`src/rtl/bilbo_pkg.sv`:
```
package bilbo_pkg;

    // Operating modes of the register; the code values are the mode pin encoding.
    typedef enum logic [1:0] {
        MODE_SCAN = 2'b00,
        MODE_GEN  = 2'b01,
        MODE_COMP = 2'b10,
        MODE_LOAD = 2'b11
    } bilbo_mode_e;

endpackage

```
`src/rtl/bilbo_fb_net.sv`:
```
// Standard (external-XOR) LFSR step: shift toward bit 0, feedback into bit N-1.
module bilbo_fb_net #(
    parameter int          N    = 8,
    parameter logic [N-1:0] TAPS = 8'b0111_0001
) (
    input  logic [N-1:0] cur,
    output logic [N-1:0] stepped
);
    // The constant term of the polynomial is always present.
    localparam logic [N-1:0] TAP_MASK = TAPS | {{(N-1){1'b0}}, 1'b1};

    genvar i;
    generate
        for (i = 0; i < N - 1; i++) begin : g_shift
            assign stepped[i] = cur[i+1];
        end
    endgenerate

    assign stepped[N-1] = ^(cur & TAP_MASK);

endmodule

```
`src/rtl/bilbo_next_sel.sv`:
```
// Chooses the next register value from the current mode.
module bilbo_next_sel
    import bilbo_pkg::*;
#(
    parameter int N = 8
) (
    input  bilbo_mode_e  mode,
    input  logic [N-1:0] cur,
    input  logic [N-1:0] stepped,
    input  logic [N-1:0] d_in,
    input  logic         scan_in,
    output logic [N-1:0] nxt
);
    always_comb begin
        unique case (mode)
            MODE_SCAN: nxt = {scan_in, cur[N-1:1]};
            MODE_GEN:  nxt = stepped;
            MODE_COMP: nxt = stepped ^ d_in;
            MODE_LOAD: nxt = d_in;
        endcase
    end

endmodule

```
`src/rtl/bilbo_sig_cmp.sv`:
```
// Compares the held value against the known-good signature.
module bilbo_sig_cmp #(
    parameter int           N      = 8,
    parameter logic [N-1:0] GOLDEN = '0
) (
    input  logic [N-1:0] sig,
    output logic         match
);
    assign match = (sig == GOLDEN);

endmodule

```
`src/rtl/bilbo_reg.sv`:
```
module bilbo_reg
    import bilbo_pkg::*;
#(
    parameter int           N      = 8,
    parameter logic [N-1:0] TAPS   = 8'b0111_0001,
    parameter logic [N-1:0] SEED   = 8'h01,
    parameter logic [N-1:0] GOLDEN = 8'hA5
) (
    input  logic         clk,
    input  logic         rst,
    input  logic [1:0]   mode,
    input  logic         seed_ld,
    input  logic [N-1:0] d_in,
    output logic [N-1:0] q,
    input  logic         scan_in,
    output logic         scan_out,
    output logic         sig_match
);
    bilbo_mode_e  cur_mode;
    logic [N-1:0] state_q;
    logic [N-1:0] stepped;
    logic [N-1:0] next_state;

    assign cur_mode = bilbo_mode_e'(mode);

    bilbo_fb_net #(.N(N), .TAPS(TAPS)) u_fb (
        .cur     (state_q),
        .stepped (stepped)
    );

    bilbo_next_sel #(.N(N)) u_sel (
        .mode    (cur_mode),
        .cur     (state_q),
        .stepped (stepped),
        .d_in    (d_in),
        .scan_in (scan_in),
        .nxt     (next_state)
    );

    // State register: reset, then seed strobe, then the mode's next value.
    always_ff @(posedge clk) begin
        if (rst) begin
            state_q <= '0;
        end else if (seed_ld) begin
            state_q <= SEED;
        end else begin
            state_q <= next_state;
        end
    end

    // Output process.
    always_comb begin
        q        = state_q;
        scan_out = state_q[0];
    end

    bilbo_sig_cmp #(.N(N), .GOLDEN(GOLDEN)) u_cmp (
        .sig   (state_q),
        .match (sig_match)
    );

endmodule

```
`config.mk`:
```
export PLATFORM = sky130hd
export DESIGN_NAME = bilbo_reg
export DESIGN_NICKNAME = d
export VERILOG_FILES = /design/src/rtl/bilbo_pkg.sv /design/src/rtl/bilbo_fb_net.sv /design/src/rtl/bilbo_next_sel.sv /design/src/rtl/bilbo_sig_cmp.sv /design/src/rtl/bilbo_reg.sv
export SDC_FILE = /design/constraint.sdc
export NUM_CORES = 1
export LEC_CHECK = 0
export CORE_AREA = 2 2 40 42
export CTS_CLUSTER_SIZE = 16
export DETAILED_ROUTE_END_ITERATION = 7
export DIE_AREA = 0 0 42 44
export GPL_TIMING_DRIVEN = 0
export PLACE_DENSITY = 0.7
export SLEW_MARGIN = 20
export SYNTH_ARGS = -nofsm -noshare
export SYNTH_HDL_FRONTEND = slang
export SYNTH_SLANG_ARGS = --single-unit
```
`constraint.sdc`:
```
create_clock -name clk -period 1.9 [get_ports clk]
set_input_delay 0.475 -clock clk [delete_from_list [all_inputs] [get_ports clk]]
set_output_delay 0.475 -clock clk [all_outputs]
set_load 0.01 [all_outputs]
```
==> report_table.html <==
<table>
<tr><th>Metric</th><th>Value</th></tr>
<tr><th colspan="2">Worst setup path</th></tr>
<tr><td>Flop-to-flop setup slack</td><td>0.15 ns</td></tr>
<tr><td>Start point of the critical path</td><td>q[0]</td></tr>
<tr><td>Reg-to-reg endpoint</td><td>q[7]</td></tr>
<tr><td>Worst flop-to-flop path startpoint</td><td>q[4]</td></tr>
<tr><td>Launching element type of the critical path</td><td>flop</td></tr>
<tr><td>Worst Path Required</td><td>1.42 ns</td></tr>
<tr><td>Cell chain of the critical path</td><td>buf_4, clkdlybuf4s50_1</td></tr>
<tr><td>Worst Reg2Reg Path Length in Cells</td><td>5</td></tr>
<tr><td>Cell with the largest stage delay on the worst path</td><td>sky130_fd_sc_hd__clkdlybuf4s50_1</td></tr>
<tr><td>Largest stage delay on the critical path</td><td>0.52 ns</td></tr>
<tr><td>Category of the critical setup timing path</td><td>reg2out</td></tr>
<tr><td>CP Data Arrival Time</td><td>1.30 ns</td></tr>
<tr><td>Crit. End Element</td><td>output port</td></tr>
<tr><td>Maximum fanout along the worst path</td><td>4</td></tr>
<tr><th colspan="2">Floorplan</th></tr>
<tr><td>Placeable Area</td><td>1420 um^2</td></tr>
<tr><td>Number of top-level pins</td><td>24</td></tr>
<tr><td>Rows</td><td>14</td></tr>
<tr><td>Die width</td><td>42 um</td></tr>
<tr><td>Initial core utilization</td><td>34.0%</td></tr>
<tr><td>Die Y-Extent</td><td>44 um</td></tr>
<tr><td>Total Die Area</td><td>1850 um^2</td></tr>
<tr><th colspan="2">Place</th></tr>
<tr><td>Setup slack at placement</td><td>-0.135 ns</td></tr>
<tr><td>Dpl cells</td><td>95</td></tr>
<tr><td>HPWL after detailed placement</td><td>905 um</td></tr>
<tr><td>Routability-driven placement congestion ratio</td><td>0.699</td></tr>
<tr><td>Buffers on Ports</td><td>22</td></tr>
<tr><td>Post-DP Area</td><td>722 um^2</td></tr>
<tr><th colspan="2">Synthesis</th></tr>
<tr><td>Syn Inst Count</td><td>57</td></tr>
<tr><td>Top cell type by total area after synthesis</td><td>sky130_fd_sc_hd__dfxtp_1</td></tr>
<tr><td>Top cells by count, synth</td><td>10 x sky130_fd_sc_hd__nor2_1, 8 x sky130_fd_sc_hd__dfxtp_1, 6 x sky130_fd_sc_hd__o21ai_1</td></tr>
<tr><td>Number of enable-type register cells in the synthesized netlist</td><td>0</td></tr>
<tr><td>Per-instance average area after synthesis</td><td>8.45 um^2</td></tr>
<tr><td>Share of the yosys chip area belonging to registers</td><td>33.2%</td></tr>
<tr><td>Number of storage elements in the synthesis netlist</td><td>8</td></tr>
<tr><td>Top area cells in the synthesized netlist</td><td>sky130_fd_sc_hd__dfxtp_1 33%, sky130_fd_sc_hd__nor2_1 7.8%, sky130_fd_sc_hd__a32oi_1 7.3%</td></tr>
<tr><td>Async S/R FF share, synth</td><td>0%</td></tr>
<tr><td>Library cell with the highest instance count after synthesis</td><td>sky130_fd_sc_hd__nor2_1</td></tr>
<tr><td>Post-synthesis instance area</td><td>482 um^2</td></tr>
<tr><td>Primary FF master, synth</td><td>sky130_fd_sc_hd__dfxtp_1</td></tr>
<tr><td>Syn Nets</td><td>72</td></tr>
<tr><td>Warnings, synthesis</td><td>0</td></tr>
<tr><td>Number of library cell types mapped by synthesis</td><td>28</td></tr>
<tr><td>Fraction of post-synthesis cell area in the top cell type by area</td><td>33.2%</td></tr>
<tr><th colspan="2">Clock tree</th></tr>
<tr><td>Clock root buffer</td><td>sky130_fd_sc_hd__clkbuf_4</td></tr>
<tr><td>Max Buffers Root-to-Sink</td><td>2</td></tr>
<tr><td>Post-CTS Resized</td><td>1</td></tr>
<tr><td>Worst-Skew Late Latency</td><td>0.26 ns</td></tr>
<tr><td>Post-CTS Repair Setup Buffers</td><td>0</td></tr>
<tr><td>TritonCTS clock tree</td><td>yes</td></tr>
<tr><td>Clock-pin slew on the worst setup and hold paths</td><td>0.06 ns</td></tr>
<tr><td>Number of buffers inserted during clock tree synthesis</td><td>3</td></tr>
<tr><td>H-tree depth</td><td>1</td></tr>
<tr><td>TritonCTS Sinks</td><td>8</td></tr>
<tr><td>Total of hold buffers inserted after clock tree synthesis</td><td>0</td></tr>
<tr><th colspan="2">Cells and area</th></tr>
<tr><td>Non-filler instance count after layout</td><td>98</td></tr>
<tr><td>Antenna diode count</td><td>0</td></tr>
<tr><td>Proportion of layout cells with a drive suffix above 1</td><td>11.0%</td></tr>
<tr><td>Post-route cell area</td><td>743 um^2</td></tr>
<tr><td># nets final</td><td>99</td></tr>
<tr><td>Area growth from synthesis to layout</td><td>54.3%</td></tr>
<tr><td>Max FFs per register</td><td>8</td></tr>
<tr><th colspan="2">Detailed routing</th></tr>
<tr><td>Number of routed nets with antenna violations</td><td>0</td></tr>
<tr><td>Number of search-and-repair iterations in the first detailed-routing pass</td><td>2</td></tr>
<tr><td>DRC errors left</td><td>0</td></tr>
<tr><td>Detailed-route wire length per cell</td><td>12.6 um</td></tr>
<tr><td>Number of DRC markers after the initial detailed-route iteration</td><td>6</td></tr>
<tr><td>Via count</td><td>514</td></tr>
<tr><td>Vias/cell</td><td>5.24</td></tr>
<tr><td>Routed wire length</td><td>1230 um</td></tr>
<tr><th colspan="2">Worst hold path</th></tr>
<tr><td>Hold path startpoint</td><td>q[4]</td></tr>
<tr><td>Cell depth of the worst hold path</td><td>2</td></tr>
<tr><td>Hold/Removal Path Class</td><td>reg2reg</td></tr>
<tr><td>Endpoint of the worst hold-timing path</td><td>q[3]</td></tr>
<tr><th colspan="2">Timing</th></tr>
<tr><td>Final number of setup-violating endpoints</td><td>0</td></tr>
<tr><td>Fin worst setup slack</td><td>0.129 ns</td></tr>
<tr><td>Worst Hold Margin</td><td>0.481 ns</td></tr>
<tr><td>Period utilisation layout</td><td>93.2%</td></tr>
<tr><td>RSZ-0062 raised after global routing</td><td>false</td></tr>
<tr><td>Period minus WS final</td><td>1.77 ns</td></tr>
<tr><td>Worst relative slew slack</td><td>70.7%</td></tr>
<tr><td>Transition time of the tightest slew-check pin</td><td>0.440 ns</td></tr>
<tr><td>Worst Skew</td><td>0.00234 ns</td></tr>
<tr><td>Number of pins with negative max-slew slack in the final report</td><td>0</td></tr>
<tr><td>Total count of hold-check failures in the final report</td><td>0</td></tr>
<tr><td>Max Fclk</td><td>0.565 GHz</td></tr>
<tr><th colspan="2">Global route</th></tr>
<tr><td>Wire length of the first global-routing pass</td><td>2140 um</td></tr>
<tr><td>Overflow after GRT</td><td>0</td></tr>
<tr><td>Largest net degree at the start of global routing</td><td>11</td></tr>
<tr><td>Vias in the first global route</td><td>488</td></tr>
<tr><td>Number of antenna violations at the first check in global routing</td><td>0</td></tr>
<tr><td>GRT Total Usage</td><td>16.0%</td></tr>
<tr><th colspan="2">Pwr</th></tr>
<tr><td>Peak ir drop on the vdd network</td><td>0.342 mV</td></tr>
<tr><td>Final Power</td><td>0.426 mW</td></tr>
<tr><td>Leakage power</td><td>0.268 nW</td></tr>
<tr><td>Power per cell area</td><td>574 nW/um^2</td></tr>
<tr><th colspan="2">Status</th></tr>
<tr><td>Run status</td><td>complete, no violations</td></tr>
<tr><th colspan="2">Job</th></tr>
<tr><td>Max-cap violation count</td><td>0</td></tr>
</table>
stage by stage:
stage | setup TNS, ns | util, %
after floorplan | 0 | -
after CTS | 0 | 52.4
after detailed placement | -0.748 | 50.9
after global routing | 0 | 52.4
after global placement | -0.677 | 50.9
final | 0 | 52.4
layer usage:
metal	vias to the layer above	wire (um)	global-route usage, %
met5	-	0	0
met4	0	10	7.74
met3	2	81	6.67
met2	17	545	24.4
met1	234	592	19.5
li1	261	-	-
cell usage in the layout, fill, tap and decap left out, types with 2 or more instances in the layout:
cell	Yosys	routed
sky130_fd_sc_hd__dfxtp_1	8	8
sky130_fd_sc_hd__nand2b_1	3	3
sky130_fd_sc_hd__buf_2	2	2
sky130_fd_sc_hd__nand2_1	2	2
sky130_fd_sc_hd__nor2_1	10	10
sky130_fd_sc_hd__o21ai_1	6	6
sky130_fd_sc_hd__clkbuf_4	0	3
sky130_fd_sc_hd__a32oi_1	4	4
sky130_fd_sc_hd__clkdlybuf4s50_1	0	21
sky130_fd_sc_hd__clkbuf_1	2	2
final cells by class:
cell class | instances | area (um^2)
well taps | 16 | 20.0
plain buffers | 5 | 25.0
inverters | 1 | 3.75
clock buffers | 3 | 22.5
fillers | 137 | 676
flip-flops and latches | 8 | 160
multi-input cells | 43 | 293
repair buffers | 22 | 219
critical path, delay by kind of cell, from the launching register on:
| family | cells | cell delay (ns) |
|---|---|---|
| flip-flops | 1 | 0.39 |
| buffers and inverters | 2 | 0.65 |
worst max-delay path by stage:
| stage | to |
|---|---|
| 3_3_place_gp | q[7] |
| 4_1_cts | sig_match |
| 6_report | q[0] |
| 5_1_grt | sig_match |
| 2_1_floorplan | q[7] |
| 3_5_place_dp | q[7] |
kinds of logic (layout without fill, tap and decap cells):
kind of cell	count (synthesis)	after routing	share of synthesized area [%]
buffers and inverters	6	31	5.97
XOR/XNOR	1	1	4.93
flip-flops	8	8	33.2
AND/OR/NAND/NOR	22	22	23.1
AO/OA/AOI/OAI	18	18	27.8
adder cells (fa/ha/maj)	1	1	2.60
multiplexers	1	1	2.34
where the power goes:
part | leakage, nW | internal [mW] | switching, mW
Clock | 0.0138 | 0.0726 | 0.0622
Sequential | 0.0655 | 0.175 | 0.00835
Combinational | 0.189 | 0.0645 | 0.0433
No activity file was read; power rests on OpenSTA's default activity.
